`config.mk`:
```
export PLATFORM = sky130hd
export DESIGN_NAME = cascade_counter
export DESIGN_NICKNAME = d
export VERILOG_FILES = /design/src/rtl/cascade_counter_pkg.sv /design/src/rtl/cnt_stage_ctrl.sv /design/src/rtl/cnt_stage_dp.sv /design/src/rtl/cnt_stage.sv /design/src/rtl/cascade_counter.sv
export SDC_FILE = /design/constraint.sdc
export NUM_CORES = 1
export LEC_CHECK = 0
export BUFFER_PORTS_ARGS = -buffer_cell sky130_fd_sc_hd__buf_2
export CORE_AREA = 2 2 39 41
export DETAILED_ROUTE_END_ITERATION = 8
export DIE_AREA = 0 0 41 43
export PLACE_DENSITY = 0.75
export SYNTH_ARGS = -nofsm -noshare
export SYNTH_HDL_FRONTEND = slang
export SYNTH_HIERARCHICAL = 1
export SYNTH_SLANG_ARGS = --single-unit
```
`constraint.sdc`:
```
create_clock -name clk -period 1.95 [get_ports clk]
set_input_delay 0.39 -clock clk [delete_from_list [all_inputs] [get_ports clk]]
set_output_delay 0.39 -clock clk [all_outputs]
set_load 0.01 [all_outputs]
```
`src/rtl/cascade_counter_pkg.sv`:
```
package cascade_counter_pkg;
  // Strobes passed from a slice's control logic to its datapath.
  typedef struct packed {
    logic load;
    logic inc;
  } stageStrobe_t;
endpackage

```
`src/rtl/cnt_stage_ctrl.sv`:
```
module cnt_stage_ctrl
  import cascade_counter_pkg::*;
(
  input  logic         loadN,
  input  logic         enPar,
  input  logic         enTrk,
  output stageStrobe_t strobe
);
  always_comb begin
    strobe.load = ~loadN;
    strobe.inc  = loadN & enPar & enTrk;
  end
endmodule

```
`src/rtl/cnt_stage_dp.sv`:
```
module cnt_stage_dp
  import cascade_counter_pkg::*;
#(
  parameter int STAGE_W = 4
) (
  input  logic               clk,
  input  logic               rstN,
  input  stageStrobe_t       strobe,
  input  logic [STAGE_W-1:0] preset,
  input  logic               enTrk,
  output logic [STAGE_W-1:0] value,
  output logic               tc
);
  logic [STAGE_W-1:0] valueQ;

  always_ff @(posedge clk or negedge rstN) begin
    if (!rstN)            valueQ <= '0;
    else if (strobe.load) valueQ <= preset;
    else if (strobe.inc)  valueQ <= valueQ + 1'b1;
  end

  assign value = valueQ;
  assign tc    = (&valueQ) & enTrk;
endmodule

```
`src/rtl/cnt_stage.sv`:
```
module cnt_stage
  import cascade_counter_pkg::*;
#(
  parameter int STAGE_W = 4
) (
  input  logic               clk,
  input  logic               rstN,
  input  logic               loadN,
  input  logic               enPar,
  input  logic               enTrk,
  input  logic [STAGE_W-1:0] preset,
  output logic [STAGE_W-1:0] value,
  output logic               tc
);
  stageStrobe_t strobe;

  cnt_stage_ctrl u_ctrl (
    .loadN (loadN),
    .enPar (enPar),
    .enTrk (enTrk),
    .strobe(strobe)
  );

  cnt_stage_dp #(.STAGE_W(STAGE_W)) u_dp (
    .clk   (clk),
    .rstN  (rstN),
    .strobe(strobe),
    .preset(preset),
    .enTrk (enTrk),
    .value (value),
    .tc    (tc)
  );
endmodule

```
`src/rtl/cascade_counter.sv`:
```
module cascade_counter #(
  parameter int STAGE_W = 4,
  parameter int STAGES  = 2,
  localparam int TOTAL_W = STAGE_W * STAGES
) (
  input  logic               clk,
  input  logic               rstN,
  input  logic               loadN,
  input  logic               enPar,
  input  logic               enTrk,
  input  logic               divEn,
  input  logic [TOTAL_W-1:0] preset,
  output logic [TOTAL_W-1:0] count,
  output logic               tcOut
);
  logic [STAGES:0] carry;
  logic            stageLoadN;

  assign carry[0]   = enTrk;
  assign tcOut      = carry[STAGES];
  // Divider reload: the final terminal count acts as a load request.
  assign stageLoadN = loadN & ~(divEn & tcOut);

  for (genvar k = 0; k < STAGES; k++) begin : g_stage
    cnt_stage #(.STAGE_W(STAGE_W)) u_stage (
      .clk   (clk),
      .rstN  (rstN),
      .loadN (stageLoadN),
      .enPar (enPar),
      .enTrk (carry[k]),
      .preset(preset[k*STAGE_W +: STAGE_W]),
      .value (count[k*STAGE_W +: STAGE_W]),
      .tc    (carry[k+1])
    );
  end
endmodule

```
# == Yosys cells after proc, flatten, opt, wreduce, memory -nomap -nowiden ==
# Index checks and enable logic that the tools add are counted.
# classes
n_addsub,2
eq_ne,2
n_mux,4
n_bitwise,8
n_reduce_logical,2
# op_table
cell,n
two-way mux 4 bit,4
adder 4 x 1 -> 4 bit (second input constant),2
AND reduction 4 bit,2
AND 1 bit,7
!= test 2 x 1 -> 1 bit (second input constant),1
!= test 2 bit (second input constant),1
inverter 1 bit,1
# totals
reg_bits,8
in_bits,14
output_inout_bits,9
word_cells,20

# == Longest topological paths before layout ==
# Gate-level depths: netlist of run 1.
# depth
ltp_word,10
mapped_depth,8
mapped_depth_nobuf,8

# == Hierarchy ==
# The synthesis of run 1 kept the hierarchy.
# modules_own_cells
mod,n_inst,cells_per_inst,area_per_inst_um2,seq_area_each_um2
cnt_stage_dp,2,19,211.5,100.1
cnt_stage_ctrl,2,2,10.0,0.0
cascade_counter,1,1,11.3,0.0

# == Least setup slack after synthesis of run 1 ==
# Ideal clock, no wire load.
# synth_timing
path_kind,reg2reg
start,reg g_stage[0].u_stage.u_dp.valueQ[0]
end,reg g_stage[0].u_stage.u_dp.valueQ[3]
setup_ns,0.125
t_arrival_ns,1.958
required_ns,1.825
setup_slack_ns,-0.133
stages_incl_launch_ff,9
n_path_buf,0
synth_period_minus_slack_ns,2.083
path_cell_list,dfrtp_1 ha_1 and4_1 and4_1 a21boi_2 and3_1 nand4_2 xnor2_1 mux2_2
# synth_rtl
item,line_no,source
start: declaration,cnt_stage_dp.sv:14,logic [STAGE_W-1:0] valueQ;
start signal: assignment,cnt_stage_dp.sv:18,else if (strobe.load) valueQ <= preset;
start signal: assignment,cnt_stage_dp.sv:19,else if (strobe.inc) valueQ <= valueQ + 1'b1;

==> flow_summary.json, run 1 <==
{
  "run_status": "complete, no violations",
  "grt_overflow": 0,
  "post_route_cells_drive_above_1_share": 0.545,
  "clock-sinks": 8,
  "synth_warnings": 6,
  "power_report.internal_total_uw": 320,
  "timing.critical_path.from_type": "flop",
  "timing.critical_path.to_type": "flop",
  "peakVddDrop_uv": 273,
  "count_of_fill_cells_added_during_filler_insertion": 134,
  "largest_register_ff_count": 8,
  "number_of_clock_buffers_inserted_by_tritoncts": 3,
  "worstSkewPairLatency_ns": 0.25,
  "clock_tree_from_tritoncts": "yes",
  "die_w_um": 41,
  "htreeDepth": 1,
  "power_density_nw_per_um2": 625,
  "dieArea_sq_um": 1760,
  "synth_fp_nets": 59,
  "ant_nets": 0,
  "grt_max_degree": 9,
  "wl_per_cell_um": 10.1,
  "drtPass1Iterations": 2,
  "setup_ws_ns": 0.0914,
  "grt_pass1_vias": 404,
  "netlist_area_sq_um": 454,
  "wire_length_of_the_first_global_routing_pass_um": 1490,
  "yosys.cell_types.count": 13,
  "cp_max_fo": 3,
  "cap_violations": 0,
  "dp_slack_ns": 0.0305,
  "maxClockFrequency_ghz": 0.538,
  "port-buffer-count": 22,
  "postSynthCellCount": 43,
  "die_y_um": 43,
  "ctsLongestPathBuffers": 2,
  "num_rows": 14,
  "drt_wl_total_um": 938,
  "worstPathRequired_ns": 2.08,
  "portion_of_the_post_synthesis_area_used_by_sequential_elements": 0.441,
  "final_period_minus_worst_setup_slack_ns": 1.86,
  "final_nets": 94,
  "mean_number_of_vias_per_cell": 4.54,
  "setup_viol": 0,
  "layout_worst_path_cycle_share": 0.953,
  "power_frac_comb": 0.249,
  "final_util": 0.504,
  "drtIter0Drc": 5,
  "switch_share": 0.265,
  "seq_power_share": 0.455,
  "ports": 23,
  "cellLeakagePower_uw": 0.000356,
  "antenna-diode-count": 0,
  "grt_antenna_before_repair": 0,
  "placed_area_sq_um": 646,
  "globalRouteMet2Util": 0.238,
  "switchingPower_uw": 115,
  "route.vias.total": 422,
  "rsz0062_at_grt": "false",
  "fp.coreArea_sq_um": 1380,
  "p_total_uw": 435,
  "finalMaxSlewViolations": 0,
  "gr-usage-met1": 0.110,
  "cts.reportedPaths.clkPinSlew_ns": 0.05,
  "initial_core_util": 0.328,
  "top_usage_layer": "met2",
  "critPathKind": "reg2reg",
  "detail_route.drc_violations": 0,
  "synth-seq-cells": 8,
  "setup-tns-final_ns": 0,
  "finalWeightedCongestion": 0.649,
  "post_synth.cell_area_avg_sq_um": 10.6,
  "grt_util_met3": 0.0314,
  "postLayoutCellArea_sq_um": 697,
  "worstPathArrival_ns": 1.98,
  "p_clk_frac": 0.296,
  "finalHoldViolations": 0,
  "grt_use_total": 0.135,
  "worstMarginPinSlew_ns": 0.134,
  "clk_root_buffer_cell": "clkbuf_4",
  "timing.clock.skew_ns": 0.00639,
  "worstHoldPathType": "in2reg",
  "worst_slew_margin_rel": 0.908,
  "synthToLayoutAreaGrowth_pct": 53.4,
  "setup.reg_to_reg.worst_slack_ns": 0.09
}
Yosys cell counts (all sizes together):
master  n  area [sq um]
mux2    2          22.5
ha      2          25.0
nand2   8          30.0
o21ai   6          30.0
and3    2          12.5
and4    2          17.5
xor2    2          17.5
nand4   2          25.0
dfrtp   8           200
inv     2          7.51
a21boi  1          11.3
xnor2   4          35.0
mux2i   2          20.0
timing repair:
action / in CTS / in global routing
resized for setup: 0 / 1
hold endpoints to repair: 8 / 0
endpoints found under the setup margin: 0 / 4
setup buffers: 0 / 1
hold buffers: 1 / 0
metrics by stage:
stage | std cells | hold slack [ns]
2_1_floorplan | 43 | 0.0944
3_3_place_gp | 87 | 0.234
3_5_place_dp | 87 | 0.237
4_1_cts | 92 | 0.351
5_1_grt | 93 | 0.368
6_report | 93 | 0.355
worst max-delay path, stage by stage, from the launching register on:
cell and delay [ns]:
dfrtp_2 0.40, ha_2 0.19, and4_1 0.16, and4_4 0.16, a21boi_4 0.14, and3_4 0.21, nand4_2 0.10, xnor2_1 0.14
mux2_2 0.26
cell type report:
cell class / count / area, sq um / area share
clock buffer: 4 / 26.3 / 0.0377
multi-input combinational: 33 / 269 / 0.386
tap: 16 / 20.0 / 0.0287
sequential: 8 / 201 / 0.289
timing repair buffer: 30 / 173 / 0.248
inverter: 2 / 7.51 / 0.0108
final timing paths:
path / cells after the start / endpoint / start
max in group asynchronous: 2 / g_stage[0].u_stage/u_dp/value[0] / rstN
max: 8 / g_stage[1].u_stage/u_dp/value[3] / g_stage[0].u_stage/u_dp/value[0]
min: 3 / g_stage[1].u_stage/u_dp/value[1] / preset[5]
max reg2reg: 8 / g_stage[1].u_stage/u_dp/value[3] / g_stage[0].u_stage/u_dp/value[0]
min in group asynchronous: 2 / g_stage[0].u_stage/u_dp/value[3] / rstN
min reg2reg: 2 / g_stage[0].u_stage/u_dp/value[3] / g_stage[0].u_stage/u_dp/value[3]
metal layers:
| metal | wire [um] | vias to the layer above | part of all wire |
|---|---|---|---|
| li1 | - | 219 | - |
| met1 | 363 | 194 | 0.39 |
| met2 | 536 | 9 | 0.57 |
| met3 | 37 | 0 | 0.039 |
| met4 | 0 | 0 | 0 |
| met5 | 0 | - | 0 |
cell usage in the layout (no fill, tap or decap), drive strengths merged:
master and n:
mux2i 2, o21ai 6, xor2 2, and3 2, buf 29, nand2 8
dlygate4sd3 1, nand4 2, xnor2 4, mux2 2, clkbuf 4, inv 2
and4 2, dfrtp 8, a21boi 1, ha 2
kinds of logic after synthesis:
kind of cell / count (synthesis) / synth area share
buffers and inverters: 2 / 0.0165
muxes: 4 / 0.0937
and+or+nand+nor: 14 / 0.187
adders and majority gates: 2 / 0.0551
AOI/OAI and AO/OA: 7 / 0.0909
xor gates and xnor gates: 6 / 0.116
DFF: 8 / 0.441
power groups by stage:
stage / Sequential [uW] / Clock [uW] / Combinational (uW)
after floorplan: 213 / 0 / 37.8
after global placement: 200 / 0 / 102
after detailed placement: 201 / 0 / 104
after CTS: 198 / 135 / 106
after global routing: 200 / 145 / 122
final: 198 / 129 / 109
No activity file was read; power rests on OpenSTA's default activity.
==> run 2: changes to the inputs <==
- PLACE_DENSITY: 0.75 -> 0.69
- SYNTH_HIERARCHICAL: 1 -> not set
==> run 2 against run 1 <==
Routed wire length grew 5.4%. Power shrank 1.5%. Sequential share of layout area grew 3.0 points. Synthesized area grew 5.0%. Maximum frequency grew 9.0%. Clock power is essentially flat. Synthesized cell count grew 14%. Die area is the same. First-iteration DRC count is the same. Worst setup slack gained 0.15 ns. Via count grew 4.5%. Utilization shrank 5.0 points. Highest routed layer is now met4.
==> flow_summary.json, run 2 <==
{
  "power_frac_comb": 0.222,
  "grt_antenna_before_repair": 0,
  "post_synth.cell_area_avg_sq_um": 9.73,
  "htreeDepth": 1,
  "count_of_fill_cells_added_during_filler_insertion": 157,
  "worstPathArrival_ns": 1.32,
  "number_of_clock_buffers_inserted_by_tritoncts": 3,
  "synth-seq-cells": 8,
  "critical_path.max_stage_delay_ns": 0.40,
  "worstMarginPinSlew_ns": 0.408,
  "synth.top_cells.by_area": "dfrtp_1 (42%), xnor2_1 (7.3%), nand2_1 (6.3%)",
  "area_leader_netlist": "dfrtp_1",
  "p_clk_frac": 0.302,
  "wl_per_cell_um": 11.0,
  "grt_pass1_vias": 379,
  "initial_core_util": 0.344,
  "wire_length_of_the_first_global_routing_pass_um": 1440,
  "setup_viol": 0,
  "mean_number_of_vias_per_cell": 4.90,
  "synthFlopType": "dfrtp_1",
  "switchingPower_uw": 129,
  "ant_nets": 0,
  "finalHoldViolations": 0,
  "clock-sinks": 8,
  "drtIter0Drc": 5,
  "setup-tns-final_ns": 0,
  "synthTopCellsByCount": "dfrtp_1 (8), nand2_1 (8), nand3_1 (5)",
  "grt_use_total": 0.128,
  "switch_share": 0.300,
  "maxClockFrequency_ghz": 0.586,
  "portion_of_the_post_synthesis_area_used_by_sequential_elements": 0.420,
  "grt_overflow": 0,
  "netlist_area_sq_um": 477,
  "layout.cells.most_common_list": "buf_2 (22), nand2_1 (8), dfrtp_1 (8), nand3_1 (5)",
  "rsz0062_at_grt": "false",
  "die_w_um": 41,
  "hold_slack_final_ns": 0.337,
  "synth_enable_flop_cells": 0,
  "timing.critical_path.slowest_stage_cell": "dfrtp_1",
  "asyncSetResetFlopFracSynth": 1.00,
  "final_nets": 92,
  "die_y_um": 43,
  "timing.critical_path.from_type": "flop",
  "largest_register_ff_count": 8,
  "p_total_uw": 429,
  "cap_violations": 0,
  "postSynthCellCount": 49,
  "worstSkewPairLatency_ns": 0.25,
  "timing.clock.skew_ns": 0.00225,
  "post_route_cells_drive_above_1_share": 0.419,
  "worstHoldPathType": "in2reg",
  "final_util": 0.454,
  "power_report.internal_total_uw": 300,
  "cellLeakagePower_uw": 0.000297,
  "timing.critical_path.to_type": "output pin",
  "finalMaxSlewViolations": 0,
  "worstPathRequired_ns": 1.56,
  "seq_power_share": 0.476,
  "clock_tree_from_tritoncts": "yes",
  "synth_fp_nets": 65,
  "regArea_sq_um": 200,
  "synth.top_cell.area_share": 0.420,
  "peakVddDrop_uv": 314,
  "cp_cell_sequence": "ha_1 > nand4_2 > nor2_1 > buf_2",
  "detail_route.drc_violations": 0,
  "area_occupied_by_multi_input_gates_sq_um": 265,
  "fp.coreArea_sq_um": 1380,
  "antenna-diode-count": 0,
  "synthToLayoutAreaGrowth_pct": 31.8,
  "run_status": "complete, no violations",
  "drtPass1Iterations": 2,
  "worst_slew_margin_rel": 0.727,
  "synth_warnings": 0,
  "dieArea_sq_um": 1760,
  "port-buffer-count": 22,
  "route.vias.total": 441,
  "final_period_minus_worst_setup_slack_ns": 1.71,
  "critPathKind": "reg2out",
  "post_cts_buffers": 0,
  "ctsLongestPathBuffers": 2,
  "ports": 23,
  "most_common_library_cell_in_the_layout_ignoring_fill_and_taps": "buf_2",
  "grt_max_degree": 17,
  "layout_worst_path_cycle_share": 0.875,
  "power_density_nw_per_um2": 683,
  "drt_wl_total_um": 989,
  "yosys.cell_types.count": 17,
  "cp_max_fo": 4,
  "finalWeightedCongestion": 0.691,
  "num_rows": 14,
  "cts.reportedPaths.clkPinSlew_ns": 0.06,
  "clk_root_buffer_cell": "clkbuf_4"
}
-- run 2: cell count changes after synthesis, moves of 2 or more --
cell and delta:
inv_1 -2, and4_1 -2, and3_1 -2, nand3_1 +5, nor2_1 +4, o21ai_2 +3
mux2_2 -2, o21ai_0 -2
-- run 2: logic make-up (layout without fill, tap and decap cells) --
logic type	Yosys count	after routing	synth area share
compound gates	9	9	0.142
xor+xnor	6	6	0.110
fa+ha+maj	2	2	0.0525
buf+inv	1	26	0.0236
flops	8	8	0.420
mux	2	2	0.0420
simple gates	21	21	0.210
-- run 2: per-layer routing --
metal	track usage	routed length, um	vias up
met5	0	0	-
met4	0.100	14	0
met3	0.0471	62	2
met2	0.184	489	15
met1	0.142	422	203
li1	-	-	221
-- run 2: stage by stage --
| step | area [sq um] | worst slack (ns) | std cells |
|---|---|---|---|
| 2_1_floorplan | 477 | 0.559 | 49 |
| 3_3_place_gp | 596 | 0.527 | 86 |
| 3_5_place_dp | 596 | 0.449 | 86 |
| 4_1_cts | 628 | 0.229 | 90 |
| 5_1_grt | 628 | 0.168 | 90 |
| 6_report | 628 | 0.245 | 90 |
-- run 2: worst max-delay path, delay by kind of cell (launching register included) --
family,cells,cell delay (ns)
and+or+nand+nor,2,0.30
adders and majority gates,1,0.22
DFF,1,0.40
buffers and inverters,1,0.14
-- run 2: worst paths after layout --
path / slack (ns) / to / startpoint / cells after the start
setup / recovery: 0.24 / tcOut / g_stage[0].u_stage.u_dp.value[0] / 4
hold / removal: 0.34 / g_stage[1].u_stage.u_dp.value[1] / preset[5] / 3
setup reg to reg: 0.46 / g_stage[0].u_stage.u_dp.value[1] / g_stage[0].u_stage.u_dp.value[0] / 4
hold reg to reg: 0.63 / g_stage[1].u_stage.u_dp.value[1] / g_stage[1].u_stage.u_dp.value[1] / 2
max in group asynchronous: 1.27 / g_stage[1].u_stage.u_dp.value[1] / rstN / 2
min in group asynchronous: 0.51 / g_stage[0].u_stage.u_dp.value[2] / rstN / 2
-- run 2: layout make-up --
cell class | count | share of cell area
timing repair buffer | 23 | 0.191
tap | 16 | 0.0319
clock buffer | 3 | 0.0359
sequential | 8 | 0.319
multi-input combinational | 40 | 0.422
-- run 2: timing repair --
| action | 4_1_cts | 5_1_grt |
|---|---|---|
| setup endpoints to repair | 0 | 0 |
| endpoints found under the hold margin | 8 | 0 |
| gates resized for setup | 0 | 0 |
| hold buffers | 1 | 0 |
-- run 2: power groups by stage --
stage | combinational, uW | clock (uW) | sequential (uW)
finish | 95.2 | 129 | 204
global route | 107 | 142 | 207
CTS | 97.4 | 137 | 205
detailed placement | 95.3 | 0 | 208
global placement | 93.4 | 0 | 206
floorplan | 47.0 | 0 | 213
